## src/rtl/sem_pkg.sv

```systemverilog
package sem_pkg;
  localparam int unsigned ERR_W = 32;
  localparam int B_CLASS = 0;
  localparam int B_CAP   = 1;
  localparam int B_ATMO  = 2;
  localparam int B_ACPL  = 3;
  localparam int B_ITMO  = 4;
  localparam int B_ICPL  = 5;
  localparam int B_PKT0  = 6;   // size, ecc, ur, ca occupy B_PKT0..B_PKT0+3
  localparam int N_PKT   = 4;
  localparam int B_LBA   = 16;
  localparam logic [23:0] CLASS_OK = 24'h010802;

  typedef struct packed {
    logic [6:0]  rsvd;
    logic [3:0]  mps;
    logic        nvm;
    logic [3:0]  dstrd;
    logic [15:0] mqes;
  } cap_snap_t;
endpackage

```

## src/rtl/sem_cap_check.sv

```systemverilog
module sem_cap_check
  import sem_pkg::*;
#(
  parameter int MQES_MIN  = 7,
  parameter int LBA_SMALL = 9,
  parameter int LBA_LARGE = 12
) (
  input  logic        chk_valid,
  input  logic [23:0] class_code,
  input  logic [63:0] cap_reg,
  input  logic [7:0]  lba_ds,
  output logic        class_err,
  output logic        cap_err,
  output logic        lba_err,
  output cap_snap_t   fields
);
  logic cap_unused;
  assign cap_unused = ^{cap_reg[63:52], cap_reg[47:38], cap_reg[36], cap_reg[31:16]};

  always_comb begin
    fields       = '0;
    fields.mqes  = cap_reg[15:0];
    fields.dstrd = cap_reg[35:32];
    fields.nvm   = cap_reg[37];
    fields.mps   = cap_reg[51:48];
  end

  // class code profile
  assign class_err = chk_valid && (class_code != CLASS_OK);
  // capability rules
  assign cap_err = chk_valid && ((fields.mps != 4'd0) || !fields.nvm ||
                   (fields.dstrd != 4'd0) || (fields.mqes < 16'(MQES_MIN)));
  // block size must be one of the two supported units
  assign lba_err = chk_valid && (lba_ds != 8'(LBA_SMALL)) && (lba_ds != 8'(LBA_LARGE));
endmodule

```

## src/rtl/sem_cpl_track.sv

```systemverilog
module sem_cpl_track #(
  parameter int TMO_W  = 32,
  parameter int STAT_W = 15,
  parameter int CID_W  = 16
) (
  input  logic              clk,
  input  logic              rst_n,
  input  logic              start,
  input  logic              cpl_valid,
  input  logic [STAT_W-1:0] cpl_status,
  input  logic              cpl_phase,
  input  logic              exp_phase,
  input  logic [CID_W-1:0]  cpl_cid,
  input  logic [CID_W-1:0]  exp_cid,
  input  logic [TMO_W-1:0]  timeout_val,
  output logic              tmo_fire,
  output logic              bad_cpl,
  output logic [STAT_W:0]   status_word
);
  localparam int CW = TMO_W + 1;

  logic             busy_q;
  logic [TMO_W-1:0] cnt_q;
  logic [CW-1:0]    cnt_next;
  logic             invalid;

  assign cnt_next = {1'b0, cnt_q} + CW'(1);
  assign invalid  = (cpl_phase != exp_phase) || (cpl_cid != exp_cid);
  assign bad_cpl  = cpl_valid && ((cpl_status != '0) || invalid);

  // window expires on the T-th edge after the arming edge
  assign tmo_fire = busy_q && !start && !cpl_valid && (timeout_val != '0) &&
                    (cnt_next >= {1'b0, timeout_val});

  always_ff @(posedge clk) begin
    if (!rst_n) begin
      busy_q <= 1'b0;
      cnt_q  <= '0;
    end else if (start) begin          // restart
      busy_q <= 1'b1;
      cnt_q  <= '0;
    end else if (busy_q) begin
      if (cpl_valid || tmo_fire) busy_q <= 1'b0;
      else                       cnt_q  <= cnt_q + TMO_W'(1);
    end
  end

  always_ff @(posedge clk) begin
    if (!rst_n)         status_word <= '0;
    else if (cpl_valid) status_word <= {cpl_status, invalid};
  end

  p_start_arms_r8: assert property (@(posedge clk) disable iff (!rst_n)
    start |=> (busy_q && cnt_q == '0));
  p_cpl_stops_r8: assert property (@(posedge clk) disable iff (!rst_n)
    (busy_q && cpl_valid && !start) |=> !busy_q);
  p_single_fire_r8: assert property (@(posedge clk) disable iff (!rst_n)
    tmo_fire |=> !tmo_fire);
endmodule

```

## src/rtl/storage_err_monitor.sv

```systemverilog
module storage_err_monitor
  import sem_pkg::*;
#(
  parameter int TMO_W  = 32,
  parameter int STAT_W = 15,
  parameter int CID_W  = 16
) (
  input  logic              clk,
  input  logic              rst_n,
  input  logic              chk_valid,
  input  logic [23:0]       class_code,
  input  logic [63:0]       cap_reg,
  input  logic [7:0]        lba_ds,
  input  logic              adm_start,
  input  logic              adm_cpl_valid,
  input  logic [STAT_W-1:0] adm_cpl_status,
  input  logic              adm_cpl_phase,
  input  logic              adm_exp_phase,
  input  logic [CID_W-1:0]  adm_cpl_cid,
  input  logic [CID_W-1:0]  adm_exp_cid,
  input  logic              io_start,
  input  logic              io_cpl_valid,
  input  logic [STAT_W-1:0] io_cpl_status,
  input  logic              io_cpl_phase,
  input  logic              io_exp_phase,
  input  logic              pkt_size_err,
  input  logic              pkt_ecc_err,
  input  logic              pkt_ur,
  input  logic              pkt_ca,
  input  logic [TMO_W-1:0]  timeout_val,
  output logic [ERR_W-1:0]  err_type,
  output logic              err_flag,
  output logic [31:0]       cap_snap,
  output logic [STAT_W:0]   adm_status,
  output logic [STAT_W:0]   io_status
);
  logic      class_err, cap_err, lba_err;
  cap_snap_t fields;
  logic      adm_fire, adm_bad, io_fire, io_bad;
  logic [N_PKT-1:0] pkt_vec;
  logic [ERR_W-1:0] set_vec;
  logic [ERR_W-1:0] err_q;
  cap_snap_t        snap_q;

  sem_cap_check u_cap (
    .chk_valid (chk_valid), .class_code (class_code), .cap_reg (cap_reg),
    .lba_ds (lba_ds), .class_err (class_err), .cap_err (cap_err),
    .lba_err (lba_err), .fields (fields)
  );

  sem_cpl_track #(.TMO_W(TMO_W), .STAT_W(STAT_W), .CID_W(CID_W)) u_adm (
    .clk (clk), .rst_n (rst_n), .start (adm_start), .cpl_valid (adm_cpl_valid),
    .cpl_status (adm_cpl_status), .cpl_phase (adm_cpl_phase),
    .exp_phase (adm_exp_phase), .cpl_cid (adm_cpl_cid), .exp_cid (adm_exp_cid),
    .timeout_val (timeout_val), .tmo_fire (adm_fire), .bad_cpl (adm_bad),
    .status_word (adm_status)
  );

  // I/O entries carry no identifier check: both ID pins tied equal
  sem_cpl_track #(.TMO_W(TMO_W), .STAT_W(STAT_W), .CID_W(CID_W)) u_io (
    .clk (clk), .rst_n (rst_n), .start (io_start), .cpl_valid (io_cpl_valid),
    .cpl_status (io_cpl_status), .cpl_phase (io_cpl_phase),
    .exp_phase (io_exp_phase), .cpl_cid ('0), .exp_cid ('0),
    .timeout_val (timeout_val), .tmo_fire (io_fire), .bad_cpl (io_bad),
    .status_word (io_status)
  );

  assign pkt_vec = {pkt_ca, pkt_ur, pkt_ecc_err, pkt_size_err};

  always_comb begin
    set_vec         = '0;
    set_vec[B_CLASS] = class_err;
    set_vec[B_CAP]   = cap_err;
    set_vec[B_ATMO]  = adm_fire;
    set_vec[B_ACPL]  = adm_bad;
    set_vec[B_ITMO]  = io_fire;
    set_vec[B_ICPL]  = io_bad;
    set_vec[B_LBA]   = lba_err;
    for (int i = 0; i < N_PKT; i++) set_vec[B_PKT0 + i] = pkt_vec[i];
  end

  // sticky accumulation
  always_ff @(posedge clk) begin
    if (!rst_n) err_q <= '0;
    else        err_q <= err_q | set_vec;
  end

  // capture until a capability failure has been latched
  always_ff @(posedge clk) begin
    if (!rst_n)                         snap_q <= '0;
    else if (chk_valid && !err_q[B_CAP]) snap_q <= fields;
  end

  assign err_type = err_q;
  assign err_flag = |err_q;
  assign cap_snap = snap_q;

  p_sticky_r10: assert property (@(posedge clk) disable iff (!rst_n)
    1'b1 |=> ((err_q & $past(err_q)) == $past(err_q)));
  p_adm_tmo_r7: assert property (@(posedge clk) disable iff (!rst_n)
    adm_fire |=> err_q[B_ATMO]);
  p_io_tmo_r7: assert property (@(posedge clk) disable iff (!rst_n)
    io_fire |=> err_q[B_ITMO]);
  p_cap_frozen_r3: assert property (@(posedge clk) disable iff (!rst_n)
    err_q[B_CAP] |=> $stable(snap_q));
  p_reserved_zero_r10: assert property (@(posedge clk) disable iff (!rst_n)
    chk_valid |=> (err_q[15:10] == 6'd0 && err_q[31:17] == 15'd0));
endmodule

```

## config.mk

```make
export PLATFORM = sky130hd
export DESIGN_NAME = storage_err_monitor
export DESIGN_NICKNAME = d
export VERILOG_FILES = /design/src/rtl/sem_pkg.sv /design/src/rtl/sem_cap_check.sv /design/src/rtl/sem_cpl_track.sv /design/src/rtl/storage_err_monitor.sv
export SDC_FILE = /design/constraint.sdc
export NUM_CORES = 1
export LEC_CHECK = 0
export ABC_AREA = 1
export ABC_CLOCK_PERIOD_IN_PS = 7820
export BUFFER_PORTS_ARGS = -buffer_cell sky130_fd_sc_hd__buf_4
export CAP_MARGIN = 40
export CELL_PAD_IN_SITES_DETAIL_PLACEMENT = 1
export CELL_PAD_IN_SITES_GLOBAL_PLACEMENT = 2
export CORE_UTILIZATION = 29
export CTS_BUF_LIST = sky130_fd_sc_hd__clkbuf_2 sky130_fd_sc_hd__clkbuf_4 sky130_fd_sc_hd__clkbuf_8
export CTS_CLUSTER_SIZE = 28
export DETAILED_ROUTE_END_ITERATION = 8
export MAX_ROUTING_LAYER = met4
export PLACE_DENSITY = 0.91
export SYNTH_ARGS = -nofsm -noshare
export SYNTH_HDL_FRONTEND = slang
export SYNTH_SLANG_ARGS = --single-unit
```

## constraint.sdc

```tcl
create_clock -name clk -period 7.82 [get_ports clk]
set_clock_uncertainty 0.1 [all_clocks]
set_input_delay 0.391 -clock clk [delete_from_list [all_inputs] [get_ports clk]]
set_output_delay 0.391 -clock clk [all_outputs]
set_load 0.05 [all_outputs]
```

# ---- After elaboration in Yosys (flattened, before gate mapping)
# Cells that the tools add are included.
dict set report op_classes {
  bitwise_logic 4
  addsub 4
  n_lt_le_gt_ge 3
  muxes 6
  n_eq_ne 6
  reduce_logical 39
}
# operator count
set op_table {}
lappend op_table {{32-bit by 1-bit adder with 33-bit output, second input constant} 2}
lappend op_table {{33-bit by 32-bit >= comparator with 1-bit output} 2}
lappend op_table {{32-bit by 1-bit adder with 32-bit output, second input constant} 2}
lappend op_table {{32-bit by 17-bit OR with 32-bit output} 1}
lappend op_table {{32-bit nonzero test} 1}
lappend op_table {{32-bit OR reduction} 1}
lappend op_table {{15-bit nonzero test} 2}
lappend op_table {{24-bit by 17-bit inequality test with 1-bit output, second input constant} 1}
lappend op_table {{16-bit by 3-bit less-than comparator with 1-bit output, second input constant} 1}
lappend op_table {{16-bit inequality test} 1}
lappend op_table {{8-bit by 4-bit inequality test with 1-bit output, second input constant} 2}
lappend op_table {{1-bit logical AND} 15}
lappend op_table {{1-bit logical OR} 8}
lappend op_table {{4-bit nonzero test} 2}
lappend op_table {{1-bit logical NOT} 6}
lappend op_table {{1-bit two-way mux} 6}
lappend op_table {{2-bit AND reduction} 2}
lappend op_table {{2-bit OR reduction} 2}
lappend op_table {{1-bit NOT} 3}
lappend op_table {{1-bit inequality test} 2}
dict set report word_totals {
  reg_bits 155
  wordCells 73
  output_inout_bits 97
  in_bits 205
}

# ---- Depth between registers and ports, before layout
dict set report logic_depth {
  word_depth 9
  ltp_mapped 28
  depth_no_buf 27
}

# ---- Cells and area by module
# Synthesis repeated with hierarchy kept, for this count alone.
dict set report unflattened {
  cells_unflattened 1654
  hier_area_um2 10373.7
}
# mod area_each_um2 n_inst cells_each seq_area_each_um2
set modules_own_cells {}
lappend modules_own_cells {sem_cpl_track 3996.3 2 644 980.9}
lappend modules_own_cells {storage_err_monitor 1909.3 1 277 860.8}
lappend modules_own_cells {sem_cap_check 471.7 1 89 0.0}

# ---- Worst setup path before layout
# No wires, ideal clock.
dict set report synth_timing {
  kind {register to register}
  from {reg u_io.cnt_q[0]}
  to {reg u_io.cnt_q[31]}
  setup_ns 0.113
  required_time_ns 7.607
  arrival_ns 2.842
  setup_slack_ns 4.766
  path_stages_with_launch 25
  synth_period_minus_slack_ns 3.054
  n_path_buf 1
  path_cell_list {dfxtp_1 -> ha_1 -> nand2_2 -> nor2_4 -> nand2_2 -> nor2_4 -> nand2_1 -> inv_1 -> nand2_1 -> nor2_1 -> xor2_1 -> inv_1 -> ha_1 -> nand2_1 -> nor2_1 -> and2_1 -> nand3_1 -> nand2_1 -> nor2_1 -> nand3_2 -> nand2_2 -> nand2_4 -> buf_2 -> nor2_1 -> nor2_1}
}
dict set report synth_between {
  elab_chain_cells 6
  elab_cells_between_ends 7
  classes_between {2 x add/sub; 1 x order compare; 1 x bitwise; 3 x reduce/logical}
}
# item line
set synth_rtl {}
lappend synth_rtl {{start: declaration} sem_cpl_track.sv:23} ;# logic [TMO_W-1:0] cnt_q;
lappend synth_rtl {{start signal: assignment} sem_cpl_track.sv:44} ;# else cnt_q <= cnt_q + TMO_W'(1);
lappend synth_rtl {{32-bit by 1-bit adder with 33-bit output} sem_cpl_track.sv:27} ;# assign cnt_next = {1'b0, cnt_q} + CW'(1);
lappend synth_rtl {{named net u_io.cnt_next[20]} sem_cpl_track.sv:24} ;# logic [CW-1:0] cnt_next;
lappend synth_rtl {{33-bit by 32-bit >= comparator with 1-bit output} sem_cpl_track.sv:33} ;# (cnt_next >= {1'b0, timeout_val});
lappend synth_rtl {{1-bit logical AND} sem_cpl_track.sv:32} ;# assign tmo_fire = busy_q && !start && !cpl_valid && (timeout_val != '0) &&
lappend synth_rtl {{1-bit logical OR} sem_cpl_track.sv:43} ;# if (cpl_valid || tmo_fire) busy_q <= 1'b0;
lappend synth_rtl {{1-bit NOT (no source line)} --}
lappend synth_rtl {{2-bit AND reduction (no source line)} --}
# The timed path passes the listed nets, and every way through them passes these cells.
# A chain may end at the register's enable or synchronous reset.

# ---- Worst setup path after layout
dict set report layout_timing {
  from {reg u_io.cnt_q[0]}
  to {reg u_io.cnt_q[5]}
}
# Same word-level chain as after synthesis.

==> impl_metrics.tcl <==
set metrics [dict create \
    status "completed" \
    avgSynthCellArea_um2 6.59 \
    yosys-top-cells-area "dfxtp_1, nor2_1, nand2_1, ha_1, inv_1" \
    crit_path_start_kind "register" \
    initial_utilization_pct 29.5 \
    drv_slew 0 \
    setup_viol 0 \
    wire_per_inst_um 15.8 \
    peakVddDrop_uv 162 \
    ys_warn_count 0 \
    seq_area_frac_synth_pct 29.8 \
    clkSlewWorstSetupHoldPaths_ps 80 \
    async_flop_share_pct 0 \
    die_area_um2 31700 \
    fin_crit_sh_pct 56.6 \
    synth_top_area_share_pct 29.8 \
    drive_gt1_share_pct 18.4 \
    design_area_um2 11400 \
    drt_pass1_iterations 4 \
    cp.arrival_ps 4680 \
    cts_setup_buffers 0 \
    viasPerCell 4.71 \
    diodes 0 \
    worstHoldPathType "primary input to register" \
    place_congestion 0.868 \
    vias 9387 \
    critical_path.max_stage_delay_ps 520 \
    ios 302 \
    dp_cells 1957 \
    numPortBuffers 234 \
    final.setup.tns_ps 0 \
    grt_pass1_wl_um 49300 \
    ant_nets 0 \
    cp_num_buf_inv 2 \
    routed.top_layer "met4" \
    overflow 0 \
    power.total_uw 1800 \
    final_hold_viol_count 0 \
    max_freq_mhz 226 \
    crit_slowest_cell "nand2_4" \
    syn2layout_area_growth_pct 27.1 \
    worstMarginPinSlew_ps 807 \
    cts_buffer_depth 2 \
    synth_cell_types 41 \
    dpl.hpwl_um 25100 \
    nets 1853 \
    wl_met3_um 1380 \
    die_w_um 178 \
    cts_buffers 17 \
    syn_area_um2 8990 \
    wl_met1_um 14000 \
    detail_route.wirelength_um 31400 \
    synth_top_area_cell "dfxtp_1" \
    final_cells 1991 \
    period_minus_slack_ps 4420 \
    endpoint_kind "register" \
    grt_pass1_vias 9623 \
    cts_tree "yes" \
    p_per_area_nw_per_um2 158 \
    crit_top_cell "nand2_1" \
    htree_levels 4 \
    wl_met2_um 15500 \
    synth_ff_type "dfxtp_1" \
    crit_chain "nand3_1 > nor3_2 > nand3_1 > nor3_1 > nand2_1 > nand2_1 > inv_1 > nor2_1 > inv_1 > ha_1 > nand2_1 > nor2_1 > and2_1 > nand3_1 > nor2_1 > nand2_1 > nand3_2 > nand2_2 > nand2_4 > nand2_1 > nand2_1 > nor2_1" \
    crit_family "simple AND/OR/NAND/NOR gates" \
    root_buffer "clkbuf_8" \
    grt_max_degree 58 \
    clkLatencyLatePin_ps 470 \
    max_cap_viol_count 0 \
    required_ps 8080 \
    row_count 64 \
    cts_sinks 134 \
    netlist_instances 1364 \
    antenna_found_initial 0 \
    core-area_um2 30500 \
    drc_errors 0 \
    p_leak_uw 0.00573 \
    synth_seq_cells 134 \
    track_usage_pct 20.7 \
    crit_fanout 37 \
    max-slew-margin-rel_pct 46.0 \
    die_h_um 178 \
    rsz0062_at_grt "no" \
    first_iter_violations 310 \
    critPathKind "register to register" \
    synth_edf_count 0 \
    place_area_um2 11000 \
]
state kept, by name (all words and copies together), names as in the netlist:
register           count
u_io.status_word      16
err_type              11
cap_snap              25
u_adm.cnt_q           32
u_adm.status_word     16
u_io.cnt_q            32
u_adm.busy_q           1
u_io.busy_q            1
routing by layer:
metal | vias to the layer above | GRT usage (%)
met4 | 0 | 5.88
met1 | 4391 | 24.6
li1 | 4737 | -
met5 | - | -
met3 | 25 | 3.86
met2 | 234 | 35.6
report_power, final:
| part | total, uW | switching (uW) | internal (uW) |
|---|---|---|---|
| combinational | 398 | 259 | 139 |
| sequential | 736 | 22.3 | 714 |
| clock | 667 | 333 | 334 |
kinds of logic (layout without fill, tap and decap cells):
kind of cell	Yosys count	after routing	synth area share, %
AOI/OAI and AO/OA	147	147	9.02
DFF	134	134	29.8
other	1	28	0.0417
adders and majority gates	66	66	9.19
and+or+nand+nor	726	726	34.3
buffers and inverters	222	426	11.0
xor gates and xnor gates	68	68	6.62
metrics by stage:
stage          setup WS, ps  utilization, %  hold WS, ps
3_5_place_dp           3380            36.0          368
6_report               3400            37.5         34.5
2_1_floorplan          4770               -          363
3_3_place_gp           3470            36.0          359
4_1_cts                3330            37.5         3.31
5_1_grt                2910            37.5         10.8
path summary, 6_finish.rpt:
path	slack, ps	depth (start not counted)	from	endpoint
max	3400	22	u_io.cnt_q[0]	u_io.cnt_q[5]
min	30	3	pkt_size_err	err_type[6]
max reg2reg	3400	22	u_io.cnt_q[0]	u_io.cnt_q[5]
min reg2reg	380	2	err_type[0]	err_type[0]
area by class of cell:
type	instances	area, um2
clock buffers	18	248
repair buffers	241	1810
inverters	153	574
flip-flops and latches	134	2680
clock inverters	14	189
multi-input cells	1035	5430
well taps	396	495
fillers	3953	19100
Yosys cell counts, types with 9 or more instances:
master and instances:
inv_1 150, nand4_1 23, buf_2 9, nand2_1 262, buf_4 31, nor3_1 23
nor2_1 296, nand3_1 67, ha_1 66, xor2_1 56, xnor2_1 12, a21oi_1 52
nor4_1 29, o21ai_0 65, dfxtp_1 134, a21boi_1 17, clkbuf_1 24
tightest hold or removal path: stages:
cell    delay, ps
buf_4          80
nor2_1         30
nor2_1         60
repair_timing:
item                                   4_1_cts  5_1_grt
gates resized for setup                      0        0
endpoints found under the hold margin        2        0
hold buffers                                 2        0
cells in the final DEF (no fill, tap or decap), drive strengths merged, types with 52 or more instances in the layout:
cell | Yosys | layout
o21ai | 65 | 65
dfxtp | 134 | 134
ha | 66 | 66
nand2 | 269 | 269
inv | 152 | 158
nand3 | 68 | 68
nor2 | 302 | 302
buf | 45 | 239
xor2 | 56 | 56
a21oi | 52 | 52
Note: power is estimated with default switching activity, not from simulation.
